**src/rtl/tsout_clkgen_pkg.sv**
```systemverilog
package tsout_clkgen_pkg;

   typedef enum logic [1:0] {
      SRC_SYM = 2'b00,
      SRC_DEC = 2'b01,
      SRC_DIV = 2'b10,
      SRC_EXT = 2'b11
   } src_e;

endpackage

```
**src/rtl/tsout_clkgen_sync.sv**
```systemverilog
module tsout_clkgen_sync #(
   parameter int STAGES = 2
) (
   input  logic clk,
   input  logic rst,
   input  logic d_i,
   output logic q_o
);
   if (STAGES < 2) begin : g_bad_stages
      $error("tsout_clkgen_sync: STAGES must be at least 2");
   end

   logic [STAGES-1:0] chain;

   for (genvar i = 0; i < STAGES; i++) begin : g_stage
      if (i == 0) begin : g_first
         always_ff @(posedge clk) begin
            if (rst) chain[0] <= 1'b0;
            else     chain[0] <= d_i;
         end
      end else begin : g_next
         always_ff @(posedge clk) begin
            if (rst) chain[i] <= 1'b0;
            else     chain[i] <= chain[i-1];
         end
      end
   end

   assign q_o = chain[STAGES-1];
endmodule

```
**src/rtl/tsout_clkgen_divider.sv**
```systemverilog
module tsout_clkgen_divider #(
   parameter int RATIO_W    = 3,
   parameter int DIV_OFFSET = 6
) (
   input  logic               clk,
   input  logic               rst,
   input  logic               run_i,
   input  logic               lvl_i,
   input  logic [RATIO_W-1:0] ratio_i,
   output logic               nxt_o
);
   localparam int MAX_DIV = (1 << RATIO_W) - 1 + DIV_OFFSET;
   localparam int CNT_W   = $clog2(MAX_DIV + 1);

   logic [CNT_W-1:0] cnt;
   logic [CNT_W-1:0] div_n;
   logic [CNT_W-1:0] hi_len;
   logic [CNT_W-1:0] lo_len;
   logic             phase_end;

   always_comb begin
      div_n     = CNT_W'(ratio_i) + CNT_W'(DIV_OFFSET);
      hi_len    = div_n >> 1;
      lo_len    = div_n - hi_len;
      phase_end = lvl_i ? (cnt == hi_len - 1'b1) : (cnt == lo_len - 1'b1);
      nxt_o     = phase_end ? ~lvl_i : lvl_i;
   end

   always_ff @(posedge clk) begin
      if (rst || !run_i)  cnt <= '0;
      else if (phase_end) cnt <= '0;
      else                cnt <= cnt + 1'b1;
   end

   AST_CNT_RANGE: assert property (@(posedge clk) disable iff (rst)
      run_i |-> (cnt < (lvl_i ? hi_len : lo_len)));
endmodule

```
**src/rtl/tsout_clkgen_src_sel.sv**
```systemverilog
module tsout_clkgen_src_sel
   import tsout_clkgen_pkg::*;
(
   input  src_e mode_i,
   input  logic lvl_i,
   input  logic sym_lock_i,
   input  logic sym_stb_i,
   input  logic dec_stb_i,
   input  logic div_nxt_i,
   input  logic ext_sync_i,
   output logic nxt_o,
   output logic park_o
);
   always_comb begin
      park_o = 1'b0;
      unique case (mode_i)
         SRC_SYM: begin
            park_o = ~sym_lock_i;
            nxt_o  = sym_lock_i & (lvl_i ^ sym_stb_i);
         end
         SRC_DEC: nxt_o = lvl_i ^ dec_stb_i;
         SRC_DIV: nxt_o = div_nxt_i;
         default: nxt_o = ext_sync_i;
      endcase
   end
endmodule

```
**src/rtl/tsout_clkgen.sv**
```systemverilog
module tsout_clkgen
   import tsout_clkgen_pkg::*;
#(
   parameter int RATIO_W     = 3,
   parameter int DIV_OFFSET  = 6,
   parameter int SYNC_STAGES = 2
) (
   input  logic               clk,
   input  logic               rst,
   input  logic               div_sel_i,
   input  logic               sym_off_i,
   input  logic [RATIO_W-1:0] ratio_i,
   input  logic               sym_lock_i,
   input  logic               sym_stb_i,
   input  logic               dec_stb_i,
   input  logic               ext_clk_i,
   output logic               oclk_o,
   output logic               oclk_en_o
);
   if (RATIO_W < 1 || RATIO_W > 8) begin : g_bad_ratio_w
      $error("tsout_clkgen: RATIO_W out of range 1..8");
   end
   if (DIV_OFFSET < 2) begin : g_bad_offset
      $error("tsout_clkgen: DIV_OFFSET must be at least 2");
   end
   if (SYNC_STAGES < 2 || SYNC_STAGES > 4) begin : g_bad_sync
      $error("tsout_clkgen: SYNC_STAGES out of range 2..4");
   end

   src_e               req_mode;
   src_e               act_mode;
   logic [RATIO_W-1:0] act_ratio;
   logic               oclk_q;
   logic               en_q;
   logic               nxt_lvl;
   logic               park;
   logic               div_nxt;
   logic               ext_sync;
   logic               reload;

   assign req_mode = src_e'({div_sel_i, sym_off_i});

   tsout_clkgen_sync #(
      .STAGES (SYNC_STAGES)
   ) u_sync (
      .clk (clk),
      .rst (rst),
      .d_i (ext_clk_i),
      .q_o (ext_sync)
   );

   tsout_clkgen_divider #(
      .RATIO_W    (RATIO_W),
      .DIV_OFFSET (DIV_OFFSET)
   ) u_div (
      .clk     (clk),
      .rst     (rst),
      .run_i   (act_mode == SRC_DIV),
      .lvl_i   (oclk_q),
      .ratio_i (act_ratio),
      .nxt_o   (div_nxt)
   );

   tsout_clkgen_src_sel u_sel (
      .mode_i     (act_mode),
      .lvl_i      (oclk_q),
      .sym_lock_i (sym_lock_i),
      .sym_stb_i  (sym_stb_i),
      .dec_stb_i  (dec_stb_i),
      .div_nxt_i  (div_nxt),
      .ext_sync_i (ext_sync),
      .nxt_o      (nxt_lvl),
      .park_o     (park)
   );

   assign reload = (oclk_q & ~nxt_lvl) | park;

   always_ff @(posedge clk) begin
      if (rst) begin
         oclk_q    <= 1'b0;
         en_q      <= 1'b0;
         act_mode  <= req_mode;
         act_ratio <= ratio_i;
      end else begin
         oclk_q <= nxt_lvl;
         en_q   <= nxt_lvl & ~oclk_q;
         if (reload) begin
            act_mode  <= req_mode;
            act_ratio <= ratio_i;
         end
      end
   end

   assign oclk_o    = oclk_q;
   assign oclk_en_o = en_q;

   AST_RST_STATE: assert property (@(posedge clk) disable iff (rst)
      $past(rst) |-> (!oclk_q && !en_q));
   AST_LOCK_PARK: assert property (@(posedge clk) disable iff (rst)
      (act_mode == SRC_SYM && !sym_lock_i) |=> !oclk_q);
   AST_DEC_TOGGLE: assert property (@(posedge clk) disable iff (rst)
      (act_mode == SRC_DEC && dec_stb_i) |=> (oclk_q != $past(oclk_q)));
   AST_EXT_FOLLOW: assert property (@(posedge clk) disable iff (rst)
      (act_mode == SRC_EXT) |=> (oclk_q == $past(ext_sync)));
   AST_CFG_AT_FALL: assert property (@(posedge clk) disable iff (rst)
      (!$past(rst) && (!$stable(act_mode) || !$stable(act_ratio)))
         |-> ($fell(oclk_q) || $past(park)));
   AST_EN_RISE: assert property (@(posedge clk) disable iff (rst)
      en_q |-> (oclk_q && !$past(oclk_q)));
endmodule

```
**config.mk**
```make
export PLATFORM = sky130hd
export DESIGN_NAME = tsout_clkgen
export DESIGN_NICKNAME = d
export VERILOG_FILES = /design/src/rtl/tsout_clkgen_pkg.sv /design/src/rtl/tsout_clkgen_sync.sv /design/src/rtl/tsout_clkgen_divider.sv /design/src/rtl/tsout_clkgen_src_sel.sv /design/src/rtl/tsout_clkgen.sv
export SDC_FILE = /design/constraint.sdc
export NUM_CORES = 1
export LEC_CHECK = 0
export BUFFER_PORTS_ARGS = -buffer_cell sky130_fd_sc_hd__buf_4
export CORE_MARGIN = 1
export CORE_UTILIZATION = 57
export DETAILED_ROUTE_END_ITERATION = 8
export HOLD_SLACK_MARGIN = 0.05
export PLACE_DENSITY = 0.81
export SLEW_MARGIN = 5
export SYNTH_ARGS = -nofsm -noshare
export SYNTH_HDL_FRONTEND = slang
export SYNTH_SLANG_ARGS = --single-unit
```
**constraint.sdc**
```tcl
create_clock -name clk -period 8.27 [get_ports clk]
set_input_delay 1.2405 -clock clk [delete_from_list [all_inputs] [get_ports clk]]
set_output_delay 1.2405 -clock clk [all_outputs]
set_load 0.03 [all_outputs]
```
==> metrics list, run 1 <==
- Pin slew with the least headroom to its limit: 787 ps
- Once the clock tree was built, the setup fixing pass inserted 0 buffers.
* Number of I/O port buffers: 12
* Post-detailed-routing wire length: 1440 um
- # IOs: 13
* Sum Neg Setup Slack: 0 ps
- Syn nets: 92
- Clock latency on the worst-skew pair, taken at its later pin, is 280 ps.
* Number of gates given a new drive strength after cts: 0
- The via count of the first global-routing pass is 544.
- Of all cell types, the one taking the most synthesized area is dfxtp_1.
- Total clock buffers created by CTS: 3
- Clock sinks: 13
- Proportion of register bits with asynchronous set or reset after synthesis: 0%
- Type of origin of the critical path: flop
* Total track usage: 23.7%
- Using the TritonRoute via totals, the vias-per-cell ratio works out to 5.66.
- Number of maximum-capacitance violations: 0
- CP peak stage delay: 690 ps
- The routed layout has 583 vias.
- Per report_power, the combinational group accounts for 27.8% of the total.
- The internal portion of the total power is 0.112 mW.
- The worst setup path is captured at a flop.
- After detailed routing, the number of remaining DRC violations is 0.
* Class of the tightest hold or removal check: reg -> reg
* Number of hold buffers added after cts: 0
- Clock tree from TritonCTS: done
* Number of diodes: 0
* Max Fanout on Critical Path: 8
- Power per Cell Area: 184 mW/mm^2
- Horizontal extent of the die: 38.8 um
- The number of cells on the worst reg-to-reg path is 7.
* Core ar.: 0.00119 mm^2
* Post-synthesis register bit count: 13
- Fin crit share: 35.8%
* Vertical extent of the die: 38.8 um
- Hold is met by 458 ps.
- For this run, the number of Yosys warnings is 0.
- Slowest cell on the critical path: o31ai_1
- Prevailing post-synth register cell: dfxtp_1
* Residual antenna-violating net count after detailed routing: 0
- The number of antenna violations at the first check in global routing came to 0.
- Number of enable flip-flop cells after synthesis: 5
- Setup-failing EPs final: 0
* Portion of synthesized cell area occupied by the leading cell type: 20.8%
* Data arrival at the endpoint of the critical path: 2880 ps
- For this block, the initial DRC count from the detailed router was 18.
* Maximum count of clock buffers along a single path: 2
- Number of endpoints with negative hold slack in the final report: 0
* Core Rows: 12
* Setup slack on the worst flop-to-flop path: 5310 ps
- Buffers & Inverters on Critical Path: 1
- The share of total power dissipated in sequential elements is 47.4%.
* Source of the worst hold timing path: u_sync.chain[0]$_SDFF_PP0_
- Startpoint of the lowest-slack register-to-register path: act_ratio[1]$_DFFE_PP_
- Initial cell density of the core: 65.0%
- Post-synthesis average cell area: 10.3 um^2
- For hold timing, the worst endpoint is u_sync.q_o$_SDFF_PP0_.
- For this design the static power due to leakage is 0.399 nW.
- Final period demand of the worst path: 2960 ps
- The commonest cells after synthesis are dfxtp_1, ha_1, nor2_1.
* Crit Path Class: reg -> reg
* First-pass detailed-route iteration total: 4
* Worst setup path startpoint: act_ratio[1]$_DFFE_PP_
- Reported net switching power: 0.0525 mW
- After global routing the overflow that remains totals 0.
- After detailed routing, the average wire length per cell comes to 14.0 um.
* Maximum ir drop on the vdd rail: 0.113 mV
- Worst Path Required: 8190 ps
- Synth top area cells: dfxtp_1, edfxtp_1, ha_1
- The die covers 0.00150 mm^2.
- Largest net degree at the start of global routing: 12
- The flow ran to the end, and the final reports show no timing, DRC or antenna violations.
- In this run the tightest slew margin relative to its limit is 47.1%.
- Counting instances, the worst hold path has a depth of 1.
* Cell family with the largest share of critical-path delay: compound AO/OA/AOI/OAI gates
* Synthesis-to-layout area growth: 15.6%
- Fmax achieved: 0.338 GHz
- The clock network accounts for 24.8% of the total power.
- Final weighted congestion in routability-driven placement: 0.771
- After technology mapping, the gate count stands at 75.
* Final max-slew violation count: 0
* Distinct cells, synth: 31
- Number of placed instances, taps included: 99
- Once detailed placement completed, the half-perimeter wirelength came to 1100 um.
* Post-route clock skew: 3.77 ps
- In the final layout, the share of cells above drive strength 1 is 19.1%.
* Clk pin slew, worst setup/hold paths: 90 ps
- Summing every instance area after synthesis gives 771 um^2.
- Setup repair after global routing left no endpoint under its margin.
- In this run the number of H-tree levels came out at 1.
- Capturing point of the worst reg2reg path: act_mode[0]$_DFFE_PP_
- The net count of the finished layout is 107.
- Seq/Total Area, Yosys: 40.3%
* Ordered list of cells on the worst path: inv_1, ha_1, and4_1, a211o_1, a311oi_2, a21oi_1, o31ai_1
- First-pass GRT wire length: 2290 um
- Fraction of power spent switching nets: 31.9%
* Root Driver: clkbuf_4
* Non-Filler Instances: 103
* Most common cell in the netlist: dfxtp_1
## state kept, by name, indices dropped and copies added (netlist names)
signal and flops:
act_mode 2, act_ratio 3, oclk_en_o 1, oclk_o 1, u_div.cnt 4, u_sync.chain 1
u_sync.q_o 1
## worst max path at each step
stage,slack (ps),cells past startpoint,end
final,5310,7,act_mode[0]$_DFFE_PP_
after global routing,5120,7,act_mode[1]$_DFFE_PP_
after CTS,5280,7,act_mode[0]$_DFFE_PP_
after detailed placement,5300,7,act_ratio[0]$_DFFE_PP_
after global placement,5420,6,act_ratio[0]$_DFFE_PP_
after floorplan,5670,7,act_mode[0]$_DFFE_PP_
## area by class of cell
type	count	area, um^2
clock buffers	3	22.5
clock inverters	1	5.00
fillers	93	295
inverters	4	15.0
multi-input cells	56	430
flip-flops and latches	13	310
well taps	14	17.5
repair buffers	12	90.1
## placed cells by master (no fill, tap or decap)
cell type	instances
nor2_1	6
nand2_1	3
mux2i_1	1
a211o_1	2
o31ai_1	1
inv_1	4
nor3_1	1
ha_1	6
edfxtp_1	5
a311oi_2	1
nor4b_1	1
and2_1	1
a21oi_1	2
or4_1	1
nor4_1	4
o31a_1	1
dfxtp_1	8
xnor3_1	1
and4_1	2
clkinv_2	1
xor2_1	5
xnor2_1	4
buf_4	12
clkbuf_4	3
a31oi_1	1
nand2b_1	3
nand3_1	3
a32oi_1	1
o21ai_0	1
nor2b_1	2
or2b_1	1
o21a_1	1
## layer usage
metal / part of all wire [%] / GRT usage (%) / vias to the layer above
met5: 0 / 0 / -
met4: 2.5 / 10.3 / 0
met3: 3.0 / 6.94 / 7
met2: 47 / 40.4 / 14
met1: 47 / 26.9 / 264
li1: - / - / 298
## logic make-up after synthesis
group / count (synthesis) / synth area share (%)
fa+ha+maj: 6 / 9.74
simple gates: 28 / 20.5
compound gates: 11 / 11.2
flops: 13 / 40.3
xor+xnor: 10 / 13.1
buf+inv: 6 / 3.89
mux: 1 / 1.30
## per-stage QoR
step	util, %	setup WS, ps	area [um^2]	power [mW]
floorplan	-	5670	771	0.113
global placement	72.8	5420	863	0.124
detailed placement	72.8	5300	863	0.125
CTS	75.1	5280	891	0.164
global route	75.1	5120	891	0.172
finish	75.1	5310	891	0.164
## power groups by stage
stage          logic, mW  clock network, mW  registers (mW)
6_report          0.0457             0.0407          0.0779
3_3_place_gp      0.0445                  0          0.0791
4_1_cts           0.0457             0.0405          0.0779
2_1_floorplan     0.0341                  0          0.0792
5_1_grt           0.0504             0.0427          0.0787
3_5_place_dp      0.0454                  0          0.0794
Power figures use the tool's default switching activity.
==> inputs of run 2 (changes only) <==
--- a/config.mk
+++ b/config.mk
@@ -7,10 +7,10 @@
 export LEC_CHECK = 0
 export BUFFER_PORTS_ARGS = -buffer_cell sky130_fd_sc_hd__buf_4
 export CORE_MARGIN = 1
-export CORE_UTILIZATION = 57
+export CORE_UTILIZATION = 53
 export DETAILED_ROUTE_END_ITERATION = 8
 export HOLD_SLACK_MARGIN = 0.05
-export PLACE_DENSITY = 0.81
+export PLACE_DENSITY = 0.76
 export SLEW_MARGIN = 5
 export SYNTH_ARGS = -nofsm -noshare
 export SYNTH_HDL_FRONTEND = slang
==> constraint.sdc (replaced) <==
create_clock -name clk -period 2.73 [get_ports clk]
set_input_delay 0.4095 -clock clk [delete_from_list [all_inputs] [get_ports clk]]
set_output_delay 0.4095 -clock clk [all_outputs]
set_load 0.03 [all_outputs]
==> run 2 against run 1 <==
First-iteration DRC count shrank 61%. Count of clock-buffer cells in the layout grew 1. Utilization shrank 5.8 points. Sequential share of layout area shrank 1.3 points. Highest routed layer unchanged.
==> metrics list, run 2 (synthesis gave the netlist of run 1 again) <==
- The stage delay of the slowest cell on the critical path came to 480 ps (was 690 ps).
* Number of flip-flops in the largest register: 4 (unchanged)
- Sum Neg Setup Slack: 0 ps (unchanged)
- The critical register-to-register path startpoint is act_ratio[1]$_DFFE_PP_ (unchanged).
* Later-pin clock latency in the skew report: 260 ps (was 280 ps)
* Core ar.: 0.00133 mm^2 (was 0.00119 mm^2)
- Fmax achieved: 0.387 GHz (was 0.338 GHz)
* Sequential share of power: 47.2% (was 47.4%)
* Core Rows: 13 (was 12)
- The DRC marker count from the first detailed-route iteration is 7 (was 18).
- The worst min-delay path class was in -> reg (was reg -> reg).
- The type of the setup path with the least slack is reg -> reg (unchanged).
* Static power due to leakage: 0.413 nW (was 0.399 nW)
- Number of I/O port buffers: 12 (unchanged)
* Post-detailed-route wirelength per cell: 13.7 um (was 14.0 um)
- Setup-failing EPs final: 0 (unchanged)
- Post-route clock skew: 0.726 ps (was 3.77 ps)
* Synthesis-to-layout area growth: 20.0% (was 15.6%)
* Clock tree from TritonCTS: done (unchanged)
- Final-stage net count: 110 (was 107)
* Buffers & Inverters on Critical Path: 2 (was 1)
- Slowest cell on the critical path: edfxtp_1 (was o31ai_1)
- Clk network pwr share: 22.0% (was 24.8%)
* Pin slew with the least headroom to its limit: 397 ps (was 787 ps)
- The count of antenna diodes in the layout came to 0 (unchanged).
* Number of global-route vias before repair: 548 (was 544)
- Cell family with the largest share of critical-path delay: compound AO/OA/AOI/OAI gates (unchanged)
* First-pass GRT wire length: 2100 um (was 2290 um)
* Final routed DRC violation total: 0 (unchanged)
- The combinational fraction of design power was 30.8% (was 27.8%).
- The post-route total power came to 0.504 mW (was 0.164 mW).
- The hold slack is 317 ps (was 458 ps).
- The routed wire length came to 1460 um (was 1440 um).
- The highest ir drop seen on vdd is 0.355 mV (was 0.113 mV).
- The shortest clock period the worst path allows after layout is 2580 ps (was 2960 ps).
* Most frequent cells in the layout: buf_4, dfxtp_1, nor2_1, ha_1 (unchanged)
- The critical path arrival was 2570 ps (was 2880 ps).
- The clock-pin slew on the worst setup and hold paths is 70 ps (was 90 ps).
- Routed vias/inst: 5.63 (was 5.66)
* Final core utilization: 69.3% (was 75.1%)
* Detailed-route via count: 602 (was 583)
- The number of buffers added by the clock tree synthesis step came to 3 (unchanged).
* Max Fanout on Critical Path: 8 (unchanged)
* R2R cell count: 8 (was 7)
- P_int: 0.351 mW (was 0.112 mW)
- The share of post-route cells with drive strength above 1 is 20.7% (was 19.1%).
* Type of origin of the critical path: flop (unchanged)
* Worst Path Required: 2720 ps (was 8190 ps)
* Top reg by flops: u_div.cnt (unchanged)
* Run status: completed (unchanged)
- Reported net switching power: 0.153 mW (was 0.0525 mW)
- # IOs: 13 (unchanged)
- Number of endpoints with negative hold slack in the final report: 0 (unchanged)
- Registers with the most flip-flops: u_div.cnt (4), act_ratio (3), act_mode (2) (unchanged)
- The post-DP HPWL was 1030 um (was 1100 um).
- The number of H-tree branching levels came to 1 (unchanged).
- Total track usage: 20.3% (was 23.7%)
- The final estimated routing congestion in global placement came to 0.743 (was 0.771).
* Vertical extent of the die: 40.1 um (was 38.8 um)
- The maximum buffer depth of the clock tree came to 2 (unchanged).
- Cell depth of the worst hold path: 1 (unchanged)
- The starting density of the core was 57.8% (was 65.0%).
* Fraction of power spent switching nets: 30.3% (was 31.9%)
- Fin crit share: 94.6% (was 35.8%)
- Die footprint: 0.00161 mm^2 (was 0.00150 mm^2)
- The detailed-routing iteration count for the pre-antenna-repair pass came to 4 (unchanged).
* Nature of the critical path endpoint: flop (unchanged)
- The overall overflow remaining after global route is 0 (unchanged).
* Power per Cell Area: 545 mW/mm^2 (was 184 mW/mm^2)
- Ordered list of cells on the worst path: inv_1, ha_1, and4_1, a211o_1, a311oi_4, a21oi_1, o31ai_1, buf_4 (was inv_1, ha_1, and4_1, a211o_1, a311oi_2, a21oi_1, o31ai_1)
* Max_slew headroom: 73.5% (was 47.1%)
- The maximum number of pins on one net before global-route repair came to 12 (unchanged).
- Horizontal extent of the die: 40.1 um (was 38.8 um)
- Setup slack on the worst flop-to-flop path: 150 ps (was 5310 ps)
* Residual antenna-violating net count after detailed routing: 0 (unchanged)
- Most frequent standard cell in the layout excluding fill and tap cells: buf_4 (unchanged)
- Source of the worst hold timing path: div_sel_i (was u_sync.chain[0]$_SDFF_PP0_)
* Number of maximum-capacitance violations: 0 (unchanged)
- The end point of the worst hold path is act_mode[1]$_DFFE_PP_ (was u_sync.q_o$_SDFF_PP0_).
- Root Driver: clkbuf_4 (unchanged)
* Final max-slew violation count: 0 (unchanged)
- Clock sinks: 13 (unchanged)
- The number of antenna violations at the first check in global routing is 0 (unchanged).
* Capturing point of the worst reg2reg path: act_ratio[1]$_DFFE_PP_ (was act_mode[0]$_DFFE_PP_)
run 2: changes by cell type in the layout (fill, tap and decap cells not counted):
cell / before / now
buf_4: 12 / 15
a311oi_2: 1 / 0
a311oi_4: 0 / 1
clkinv_2: 1 / 0
clkbuf_1: 0 / 1
run 2: what timing repair did:
| item | in CTS | in global routing |
|---|---|---|
| resized for setup | 0 | 1 |
| endpoints found under the hold margin | 0 | 0 |
| setup endpoints to repair | 0 | 5 |
| setup buffers | 0 | 2 |
| hold buffers | 0 | 0 |
run 2: layout make-up:
type / count / area, um^2
clock buffer: 4 / 26.3
fill: 115 / 409
inverter: 4 / 15.0
multi-input combinational: 56 / 442
sequential: 13 / 310
tap: 15 / 18.8
timing repair buffer: 15 / 113
run 2: worst max-delay path by stage:
stage	startpoint	to	slack, ps	depth (start not counted)
after floorplan	act_ratio[1]$_DFFE_PP_	act_mode[0]$_DFFE_PP_	130	7
after global placement	act_ratio[1]$_DFFE_PP_	act_mode[0]$_DFFE_PP_	240	8
after detailed placement	act_ratio[1]$_DFFE_PP_	act_ratio[0]$_DFFE_PP_	130	8
after CTS	act_ratio[1]$_DFFE_PP_	act_ratio[0]$_DFFE_PP_	120	8
after global routing	act_ratio[1]$_DFFE_PP_	act_ratio[0]$_DFFE_PP_	-10	8
final	act_ratio[1]$_DFFE_PP_	act_ratio[1]$_DFFE_PP_	150	8
run 2: through the flow:
stage	instances	area [um^2]	setup slack, ps
after floorplan	75	771	128
after global placement	101	872	244
after detailed placement	101	872	132
after CTS	105	898	124
after global routing	107	925	-11.2
final	107	925	148
run 2: routing by layer:
metal	vias up	GRT usage (%)	wire [um]
li1	310	-	-
met1	277	22.9	662
met2	13	35.1	736
met3	2	1.67	49
met4	0	15.5	14
met5	-	0	0
run 2: power by group through the flow:
stage                     Sequential (mW)  Clock [mW]  Combinational (mW)
after floorplan                     0.240           0               0.103
after global placement              0.241           0               0.134
after detailed placement            0.242           0               0.139
after CTS                           0.237       0.118               0.139
after global routing                0.240       0.125               0.169
final                               0.238       0.111               0.155
==> inputs of run 3 (changes only) <==
--- a/config.mk
+++ b/config.mk
@@ -6,11 +6,13 @@
 export NUM_CORES = 1
 export LEC_CHECK = 0
 export BUFFER_PORTS_ARGS = -buffer_cell sky130_fd_sc_hd__buf_4
+export CELL_PAD_IN_SITES_DETAIL_PLACEMENT = 0
+export CELL_PAD_IN_SITES_GLOBAL_PLACEMENT = 2
 export CORE_MARGIN = 1
-export CORE_UTILIZATION = 53
+export CORE_UTILIZATION = 33
 export DETAILED_ROUTE_END_ITERATION = 8
 export HOLD_SLACK_MARGIN = 0.05
-export PLACE_DENSITY = 0.76
+export PLACE_DENSITY_LB_ADDON = 0.1
 export SLEW_MARGIN = 5
 export SYNTH_ARGS = -nofsm -noshare
 export SYNTH_HDL_FRONTEND = slang
==> run 3 against run 2 <==
Die area rose by 57%. Final area fell by 0.27%. Clock power rose by 6%. Via count rose by 0.17%. Critical endpoint is now act_mode[1]$_DFFE_PP_.
==> metrics list, run 3 (synthesis gave the netlist of run 1 again) <==
- Run status: completed (unchanged)
* Number of DRC markers after the initial detailed-route iteration: 12 (was 7)
- Type of origin of the critical path: flop (unchanged)
- Nature of the critical path endpoint: flop (unchanged)
* Initial antenna violation count: 0 (unchanged)
- The critical path arrival was 2480 ps (was 2570 ps).
- Most frequent standard cell in the layout excluding fill and tap cells: buf_4 (unchanged)
- Number of I/O port buffers: 12 (unchanged)
* Largest net degree at the start of global routing: 12 (unchanged)
- The number of cells on the worst hold path is 1 (unchanged).
- The endpoint required time on the critical path is 2730 ps (was 2720 ps).
- Detailed-placement wirelength estimate: 1130 um (was 1030 um)
- Initial cell density of the core: 34.8% (was 57.8%)
- Post-detailed-route wirelength per cell: 12.5 um (was 13.7 um)
- Final max-slew violation count: 0 (unchanged)
* Number of flip-flops in the largest register: 4 (unchanged)
- The cell chosen for the clock root is clkbuf_4 (unchanged).
- Most frequent cells in the layout: buf_4, dfxtp_1, nor2_1, ha_1 (unchanged)
* Residual antenna-violating net count after detailed routing: 0 (unchanged)
- The final count of negative-setup-slack endpoints was 0 (unchanged).
- # IOs: 13 (unchanged)
- The leakage power total is 0.406 nW (was 0.413 nW).
- The number of buffers added by the clock tree synthesis step came to 3 (unchanged).
- Total track usage: 13.2% (was 20.3%)
* Number of endpoints with negative hold slack in the final report: 0 (unchanged)
- The final estimated routing congestion in global placement came to 0.709 (was 0.743).
- Area of all placed cells without fillers: 922 um^2 (was 925 um^2)
- RSZ-0062 raised after global routing: false
- The number of design rule violations left after detail routing came to 0 (unchanged).
- Horizontal extent of the die: 50.3 um (was 40.1 um)
* Share of cells above drive strength 1: 19.8% (was 20.7%)
- Clock sinks: 13 (unchanged)
* Fin crit share: 90.9% (was 94.6%)
- The cell depth of the worst flop-to-flop path was 8 (unchanged).
- Core Rows: 17 (was 13)
- The worst min-delay path class is in -> reg (unchanged).
- The number of inserted filler cells in the final layout was 223 (was 115).
- The post-CTS setup buffer count was 0 (unchanged).
- The number of nets in the layout was 109 (was 110).
- The standard cell core area is 0.00221 mm^2 (was 0.00133 mm^2).
* Power Total: 0.502 mW (was 0.504 mW)
* Die footprint: 0.00253 mm^2 (was 0.00161 mm^2)
- Top reg by flops: u_div.cnt (unchanged)
* Number of maximum-capacitance violations: 0 (unchanged)
- Clock tree from TritonCTS: done (unchanged)
* Vertical extent of the die: 50.3 um (was 40.1 um)
- Detailed-route via count: 603 (was 602)
- Number of diodes: 0 (unchanged)
- The number of H-tree branching levels was 1 (unchanged).
- The type of the setup path with the least slack is reg -> reg (unchanged).
- Final period demand of the worst path: 2480 ps (was 2580 ps)
- The total of cells resized after clock tree synthesis was 0 (unchanged).
- Grt total ovfl: 0 (unchanged)
* Power per Cell Area: 545 mW/mm^2 (about the same)
- Synthesis-to-layout area growth: 19.6% (was 20.0%)
* First-pass detailed-route iteration total: 4 (unchanged)
* Routed vias/inst: 5.07 (was 5.63)
- The clock skew after layout was 1.20 ps (was 0.726 ps).
- Placed standard-cell area: 896 um^2 (was 872 um^2)
- The via count of the first global-routing pass is 551 (was 548).
- Maximum count of clock buffers along a single path: 2 (unchanged)
- The transition at the pin with the smallest max-transition slack was 423 ps (was 397 ps).
- Fmax achieved: 0.403 GHz (was 0.387 GHz)
- The routed wire length is 1490 um (was 1460 um).
* Max_slew headroom: 71.8% (was 73.5%)
* Clk pin slew, worst setup/hold paths: 70 ps (about the same)
- The maximum fanout along the worst path is 8 (unchanged).
- Number of hold buffers added after cts: 0 (unchanged)
- The sum of negative setup slack is 0 ps (unchanged).
- Registers with the most flip-flops: u_div.cnt (4), act_ratio (3), act_mode (2) (unchanged)
- The wire length of the first global-routing pass was 2460 um (was 2100 um).
- Maximum ir drop on the vdd rail: 0.274 mV (was 0.355 mV)
- Later-pin clock latency in the skew report: 280 ps (was 260 ps)
- The worst reg-to-reg setup slack was 250 ps (was 150 ps).
-- run 3: cell types whose count changed in the layout (fill, tap and decap cells not counted) --
cell / previous run / this run
a311oi_4: 1 / 0
a311oi_2: 0 / 1
buf_4: 15 / 14
-- run 3: final cells by class --
type	count	area, um^2	area share, %
Clock buffer	4	26.3	2.85
Inverter	4	15.0	1.63
Multi-Input combinational cell	56	430	46.7
Sequential cell	13	310	33.6
Tap cell	28	35.0	3.80
Timing Repair Buffer	14	105	11.4
-- run 3: path summary, 6_finish.rpt --
path,start,end
min,ratio_i[1],act_ratio[1]$_DFFE_PP_
max reg2reg,act_ratio[1]$_DFFE_PP_,act_mode[1]$_DFFE_PP_
min reg2reg,u_sync.chain[0]$_SDFF_PP0_,u_sync.q_o$_SDFF_PP0_
max,act_ratio[1]$_DFFE_PP_,act_mode[1]$_DFFE_PP_
-- run 3: through the flow --
step,util [%],instances,hold slack [ps],setup slack (ps)
2_1_floorplan,-,75,414,128
3_3_place_gp,40.5,115,416,309
3_5_place_dp,40.5,115,433,257
4_1_cts,41.7,119,299,220
5_1_grt,41.7,119,289,47.7
6_report,41.7,119,304,249
-- run 3: power breakdown --
group | switching (mW) | leakage (nW) | internal (mW)
combinational | 0.0734 | 0.276 | 0.0739
sequential | 0.0192 | 0.115 | 0.218
clock | 0.0614 | 0.0150 | 0.0567
-- run 3: critical path, cell delays in order (launching register included) --
cell and delay, ps:
edfxtp_1 490, inv_1 100, ha_1 320, and4_1 170, a211o_1 270, a311oi_2 300
a21oi_1 100, o31ai_1 260, buf_4 190
-- run 3: metal layers --
metal	global-route usage, %	up-vias	routed length [um]
li1	-	307	-
met1	17.3	260	714
met2	19.8	27	650
met3	2.73	9	73
met4	8.33	0	49
met5	0	-	0
